<file path="src/rtl/tick_pkg.sv">
package tick_pkg;
  localparam int unsigned TK_CNT_W  = 24;
  localparam int unsigned TK_DATA_W = 32;
  localparam int unsigned TK_ADDR_W = 2;

  typedef enum logic [TK_ADDR_W-1:0] {
    REG_CTRL = 2'd0,
    REG_LOAD = 2'd1,
    REG_NOW  = 2'd2,
    REG_RSVD = 2'd3
  } tick_reg_e;

  localparam int unsigned CTRL_RUN_BIT   = 0;
  localparam int unsigned CTRL_IRQEN_BIT = 1;
  localparam int unsigned CTRL_FLAG_BIT  = 16;
endpackage

</file>
<file path="src/rtl/tick_rst_sync.sv">
module tick_rst_sync #(
  parameter int unsigned STAGES = 2
) (
  input  logic clk,
  input  logic rst_n,
  output logic rst_sync_n
);
  logic [STAGES-1:0] sync_q;

  always_ff @(posedge clk or negedge rst_n) begin
    if (!rst_n) sync_q <= '0;
    else        sync_q <= {sync_q[STAGES-2:0], 1'b1};
  end

  assign rst_sync_n = sync_q[STAGES-1];
endmodule

</file>
<file path="src/rtl/tick_regs.sv">
module tick_regs
  import tick_pkg::*;
#(
  parameter int unsigned CNT_W  = TK_CNT_W,
  parameter int unsigned DATA_W = TK_DATA_W,
  parameter int unsigned ADDR_W = TK_ADDR_W
) (
  input  logic              clk,
  input  logic              rst_n,
  input  logic              bus_sel,
  input  logic              bus_wr,
  input  logic [ADDR_W-1:0] bus_addr,
  input  logic [DATA_W-1:0] bus_wdata,
  input  logic [CNT_W-1:0]  cur_val,
  input  logic              flag,
  output logic              run,
  output logic              irq_en,
  output logic [CNT_W-1:0]  reload_val,
  output logic              cur_clr,
  output logic              flag_rd_clr,
  output logic [DATA_W-1:0] bus_rdata
);
  localparam int unsigned PAD_W = DATA_W - CNT_W;

  logic              rd_en, wr_en;
  tick_reg_e         sel_reg;
  logic              run_q, run_d, ien_q, ien_d, ctrl_we;
  logic [CNT_W-1:0]  load_q, load_d;
  logic              load_we;
  logic [DATA_W-1:0] rdata_q, rdata_d;

  always_comb begin
    rd_en       = bus_sel & ~bus_wr;
    wr_en       = bus_sel & bus_wr;
    sel_reg     = tick_reg_e'(bus_addr);
    ctrl_we     = wr_en & (sel_reg == REG_CTRL);
    load_we     = wr_en & (sel_reg == REG_LOAD);
    cur_clr     = wr_en & (sel_reg == REG_NOW);
    flag_rd_clr = rd_en & (sel_reg == REG_CTRL);
    run_d       = bus_wdata[CTRL_RUN_BIT];
    ien_d       = bus_wdata[CTRL_IRQEN_BIT];
    load_d      = bus_wdata[CNT_W-1:0];
  end

  always_comb begin
    rdata_d = '0;
    unique case (sel_reg)
      REG_CTRL: begin
        rdata_d[CTRL_RUN_BIT]   = run_q;
        rdata_d[CTRL_IRQEN_BIT] = ien_q;
        rdata_d[CTRL_FLAG_BIT]  = flag;
      end
      REG_LOAD: rdata_d = {{PAD_W{1'b0}}, load_q};
      REG_NOW:  rdata_d = {{PAD_W{1'b0}}, cur_val};
      REG_RSVD: rdata_d = '0;
      default:  rdata_d = '0;
    endcase
  end

  always_ff @(posedge clk or negedge rst_n) begin
    if (!rst_n) begin
      run_q <= 1'b0;
      ien_q <= 1'b0;
    end else if (ctrl_we) begin
      run_q <= run_d;
      ien_q <= ien_d;
    end
  end

  always_ff @(posedge clk or negedge rst_n) begin
    if (!rst_n)       load_q <= '0;
    else if (load_we) load_q <= load_d;
  end

  always_ff @(posedge clk or negedge rst_n) begin
    if (!rst_n)     rdata_q <= '0;
    else if (rd_en) rdata_q <= rdata_d;
  end

  assign run        = run_q;
  assign irq_en     = ien_q;
  assign reload_val = load_q;
  assign bus_rdata  = rdata_q;
endmodule

</file>
<file path="src/rtl/tick_core.sv">
module tick_core #(
  parameter int unsigned CNT_W = tick_pkg::TK_CNT_W
) (
  input  logic             clk,
  input  logic             rst_n,
  input  logic             run,
  input  logic             irq_en,
  input  logic [CNT_W-1:0] reload_val,
  input  logic             cur_clr,
  input  logic             flag_rd_clr,
  output logic [CNT_W-1:0] cur_val,
  output logic             flag,
  output logic             irq
);
  localparam logic [CNT_W-1:0] CNT_ONE = CNT_W'(1);

  logic [CNT_W-1:0] cur_q, cur_d;
  logic             cur_en;
  logic             flag_q, flag_d;
  logic             irq_q, irq_d;
  logic             tick_hit;

  always_comb begin
    cur_d    = cur_q;
    tick_hit = 1'b0;
    cur_en   = cur_clr | run;
    if (cur_clr) begin
      cur_d = '0;
    end else if (run) begin
      if (cur_q == '0) begin
        cur_d = reload_val;
      end else begin
        cur_d    = cur_q - CNT_ONE;
        tick_hit = (cur_q == CNT_ONE);
      end
    end
  end

  always_comb begin
    flag_d = flag_q;
    if (cur_clr)          flag_d = 1'b0;
    else if (tick_hit)    flag_d = 1'b1;
    else if (flag_rd_clr) flag_d = 1'b0;
    irq_d = tick_hit & irq_en;
  end

  always_ff @(posedge clk or negedge rst_n) begin
    if (!rst_n)      cur_q <= '0;
    else if (cur_en) cur_q <= cur_d;
  end

  always_ff @(posedge clk or negedge rst_n) begin
    if (!rst_n) begin
      flag_q <= 1'b0;
      irq_q  <= 1'b0;
    end else begin
      flag_q <= flag_d;
      irq_q  <= irq_d;
    end
  end

  assign cur_val = cur_q;
  assign flag    = flag_q;
  assign irq     = irq_q;
endmodule

</file>
<file path="src/rtl/tick_timer.sv">
module tick_timer
  import tick_pkg::*;
#(
  parameter int unsigned CNT_W      = TK_CNT_W,
  parameter int unsigned DATA_W     = TK_DATA_W,
  parameter int unsigned ADDR_W     = TK_ADDR_W,
  parameter int unsigned SYNC_DEPTH = 2
) (
  input  logic              clk,
  input  logic              rst_n,
  input  logic              bus_sel,
  input  logic              bus_wr,
  input  logic [ADDR_W-1:0] bus_addr,
  input  logic [DATA_W-1:0] bus_wdata,
  output logic [DATA_W-1:0] bus_rdata,
  output logic              irq
);
  logic             rst_sync_n;
  logic             run, irq_en, cur_clr, flag_rd_clr, flag;
  logic [CNT_W-1:0] reload_val, cur_val;

  tick_rst_sync #(.STAGES(SYNC_DEPTH)) u_rst (
    .clk        (clk),
    .rst_n      (rst_n),
    .rst_sync_n (rst_sync_n)
  );

  tick_regs #(.CNT_W(CNT_W), .DATA_W(DATA_W), .ADDR_W(ADDR_W)) u_regs (
    .clk         (clk),
    .rst_n       (rst_sync_n),
    .bus_sel     (bus_sel),
    .bus_wr      (bus_wr),
    .bus_addr    (bus_addr),
    .bus_wdata   (bus_wdata),
    .cur_val     (cur_val),
    .flag        (flag),
    .run         (run),
    .irq_en      (irq_en),
    .reload_val  (reload_val),
    .cur_clr     (cur_clr),
    .flag_rd_clr (flag_rd_clr),
    .bus_rdata   (bus_rdata)
  );

  tick_core #(.CNT_W(CNT_W)) u_core (
    .clk         (clk),
    .rst_n       (rst_sync_n),
    .run         (run),
    .irq_en      (irq_en),
    .reload_val  (reload_val),
    .cur_clr     (cur_clr),
    .flag_rd_clr (flag_rd_clr),
    .cur_val     (cur_val),
    .flag        (flag),
    .irq         (irq)
  );
endmodule

</file>
<file path="config.mk">
export PLATFORM = sky130hd
export DESIGN_NAME = tick_timer
export DESIGN_NICKNAME = d
export VERILOG_FILES = /design/src/rtl/tick_pkg.sv /design/src/rtl/tick_rst_sync.sv /design/src/rtl/tick_regs.sv /design/src/rtl/tick_core.sv /design/src/rtl/tick_timer.sv
export SDC_FILE = /design/constraint.sdc
export NUM_CORES = 1
export LEC_CHECK = 0
export ABC_AREA = 1
export ABC_CLOCK_PERIOD_IN_PS = 2900
export BUFFER_PORTS_ARGS = -buffer_cell sky130_fd_sc_hd__buf_2
export CORE_ASPECT_RATIO = 1.25
export CORE_MARGIN = 1.5
export CORE_UTILIZATION = 55
export DETAILED_ROUTE_END_ITERATION = 10
export HOLD_SLACK_MARGIN = 0.15
export PLACE_DENSITY_LB_ADDON = 0.12
export REMOVE_ABC_BUFFERS = 1
export SLEW_MARGIN = 20
export SYNTH_ARGS = -nofsm -noshare
export SYNTH_HDL_FRONTEND = slang
export SYNTH_SLANG_ARGS = --single-unit
</file>
<file path="constraint.sdc">
create_clock -name clk -period 2.9 [get_ports clk]
set_input_delay 0.145 -clock clk [delete_from_list [all_inputs] [get_ports clk]]
set_output_delay 0.145 -clock clk [all_outputs]
set_load 0.1 [all_outputs]
</file>
==> qor.csv <==
metric,value,unit
status,"finished, final reports clean",
Starting DRT DRC Count,181,
Die Y,102.2,um
maximum clock frequency,0.4804,GHz
Pleak,2.750,nW
worst-path cell chain,inv_1 -> ha_1 -> nand2_1 -> nor2_1 -> nand3_1 -> nand2_1 -> nand3_1 -> nand2_1 -> nand2_1,
initial antenna violation count,0,
IO Port Bufs,54,
vias in the first global route,3906,
Worst Hold Class,primary input to register,
Post-Syn Area,4333,um2
first-pass GRT wire length,17800,um
"Seq/Total Area, Yosys",45.05,%
routed vias,4059,
fill cell count,669,
proportion of layout cells with a drive suffix above 1,15.14,%
CP Launch Type,register,
largest area contributor in the netlist,dfrtp_1,
CTS sink count,78,
Final nets,695,
clock buffers created by TritonCTS,9,
VDD IR max,528.4,uV
Pins Over Slew Limit,0,
Setup TNS Final,0,ns
WL/cell,14.68,um
vias per cell,5.419,
max-capacitance violation count,0,
Final Skew,0.009493,ns
"flops & latches, synth",78,
Initial Utilization,56.25,%
crit-path most repeated cell,nand2_1,
top_reg_cell synth,dfrtp_1,
CTS max path bufs,2,
CTS HTree Levels,3,
Crit Path Max Fanout,11,
Ys Warns,0,
average size of a mapped cell,7.509,um2
Power Dens Cells,876.7,nW/um2
num rows,36,
HPWL after detailed placement,7597,um
CTS root buffer,clkbuf_8,
critical path class,register to register,
DRT Pass-1 Iters,5,
Core Area,7702,um2
Final setup viols,0,
Yosys cell types,28,
Detailed Route WL,10990,um
"Hold Vio Cnt, Final",0,
area of the multi-input gates,2074,um2
Finished Core Util,66.55,%
synthesis-to-layout area growth,18.31,%
Critical Path End Type,register,
total congestion overflow,0,
cell area after layout,5126,um2
Die Area,8423,um2
TritonCTS clock tree,yes,
register area,1953,um2
clk_lat worst skew,0.37,ns
"EDFF count, synth",0,
Ports,71,
post-route worst setup slack,0.8184,ns
ant diodes,0,
GR Util All Layers,28.26,%
worst slew pin tran,1.001,ns
RSZ-0062 raised after global routing,false,
async set-reset flop share out of synthesis,100.0,%
Setup WS pre-CTS,0.8495,ns
DIE WIDTH,82.39,um
most common library cells after synthesis,"178 x nand2_1, 85 x nor2_1, 78 x dfrtp_1, 55 x nand3_1, 42 x o21ai_0",
gpl congestion,0.9176,
largest cells by area after synthesis,"dfrtp_1 45%, nand2_1 15%, nor2_1 7.4%",
clk slew on worst S/H paths,0.08,ns
share of the synthesized area in the top cell type,45.05,%
Max stage delay on crit path,0.65,ns
post-synthesis instance total,577,
final period utilization,71.78,%
Worst path slowest cell,nor2_1,
placed instance area,4657,um2
largest net degree at the start of global routing,44,
Crit path arrival time,2.34,ns
Residual DRC,0,
relative slew slack,33.18,%
"count leader, synth",nand2_1,
hold slack,0.1753,ns
Tmin final,2.082,ns
critical path required time,3.16,ns
Final ANT Viol Nets,0,
## repair_timing
item,4_1_cts,5_1_grt
gates resized for setup,0,0
hold buffers,27,0
endpoints found under the hold margin,30,0
buffers inserted,0,0
## area by class of cell
class	count	share of cell area (%)
Timing Repair Buffer	88	12.30
Clock buffer	12	3.027
Tap cell	95	2.319
Inverter	40	2.929
Multi-Input combinational cell	433	40.47
Clock inverter	3	0.8543
Sequential cell	78	38.10
## flip-flops by register name, indices dropped and copies added (netlist names)
| signal | flops |
|---|---|
| u_core.cur_val | 24 |
| u_regs.bus_rdata | 24 |
| u_regs.reload_val | 24 |
| u_rst.sync_q | 2 |
| u_core.flag | 1 |
| u_core.irq | 1 |
| u_regs.irq_en | 1 |
| u_regs.run | 1 |
## per-layer routing
layer / track usage, % / part of all wire (%)
met1: 34.06 / 41
met4: 17.47 / 4.6
met3: 3.393 / 3.4
met5: 0 / 0
met2: 47.40 / 51
## cells in the final DEF (no fill, tap or decap), types with 4 or more instances in the layout
cell / n
xor2_1: 5
nand2_1: 178
nand3_1: 55
nor2_1: 85
dlygate4sd3_1: 27
mux2_2: 17
buf_2: 54
o211ai_1: 5
nand4_1: 6
dfrtp_1: 77
ha_1: 7
inv_1: 40
a21oi_1: 5
buf_4: 4
o22ai_1: 5
clkbuf_8: 11
o21ai_0: 42
conb_1: 9
## cells by family after synthesis
group	synth area share, %
fa+ha+maj	2.021
xor+xnor	1.213
buf+inv	7.681
simple gates	31.59
compound gates	7.855
mux	4.418
other cells	0.1733
flops	45.05
## final timing paths
check | startpoint | end | slack (ns) | cells past startpoint
setup / recovery | u_core.cur_val[0] | u_core.cur_val[20] | 0.82 | 9
hold / removal | bus_sel | u_regs.run | 0.18 | 3
setup reg to reg | u_core.cur_val[0] | u_core.cur_val[20] | 0.82 | 9
hold reg to reg | u_rst.sync_q[1] | u_core.cur_val[5] | 0.35 | 0
max in group asynchronous | u_rst.sync_q[1] | u_core.cur_val[10] | 1.85 | 1
min in group asynchronous | u_rst.sync_q[1] | u_core.cur_val[5] | 0.35 | 0
## stage by stage
step	cells	power (mW)
2_1_floorplan	551	3.134
3_3_place_gp	707	3.574
3_5_place_dp	707	3.615
4_1_cts	749	4.487
5_1_grt	749	4.810
6_report	749	4.494
## critical path, delay by kind of cell, from the launching register on
kind,cells,cell delay [ns]
adders and majority gates,1,0.20
buffers and inverters,1,0.16
DFF,1,0.42
and+or+nand+nor,7,1.20
## power breakdown
| group | leakage (nW) | internal (mW) | total [mW] | switching, mW |
|---|---|---|---|---|
| Sequential | 0.999 | 1.33 | 1.61 | 0.272 |
| Combinational | 1.65 | 0.616 | 2.05 | 1.43 |
| Clock | 0.102 | 0.441 | 0.839 | 0.398 |
Power figures use the tool's default switching activity.
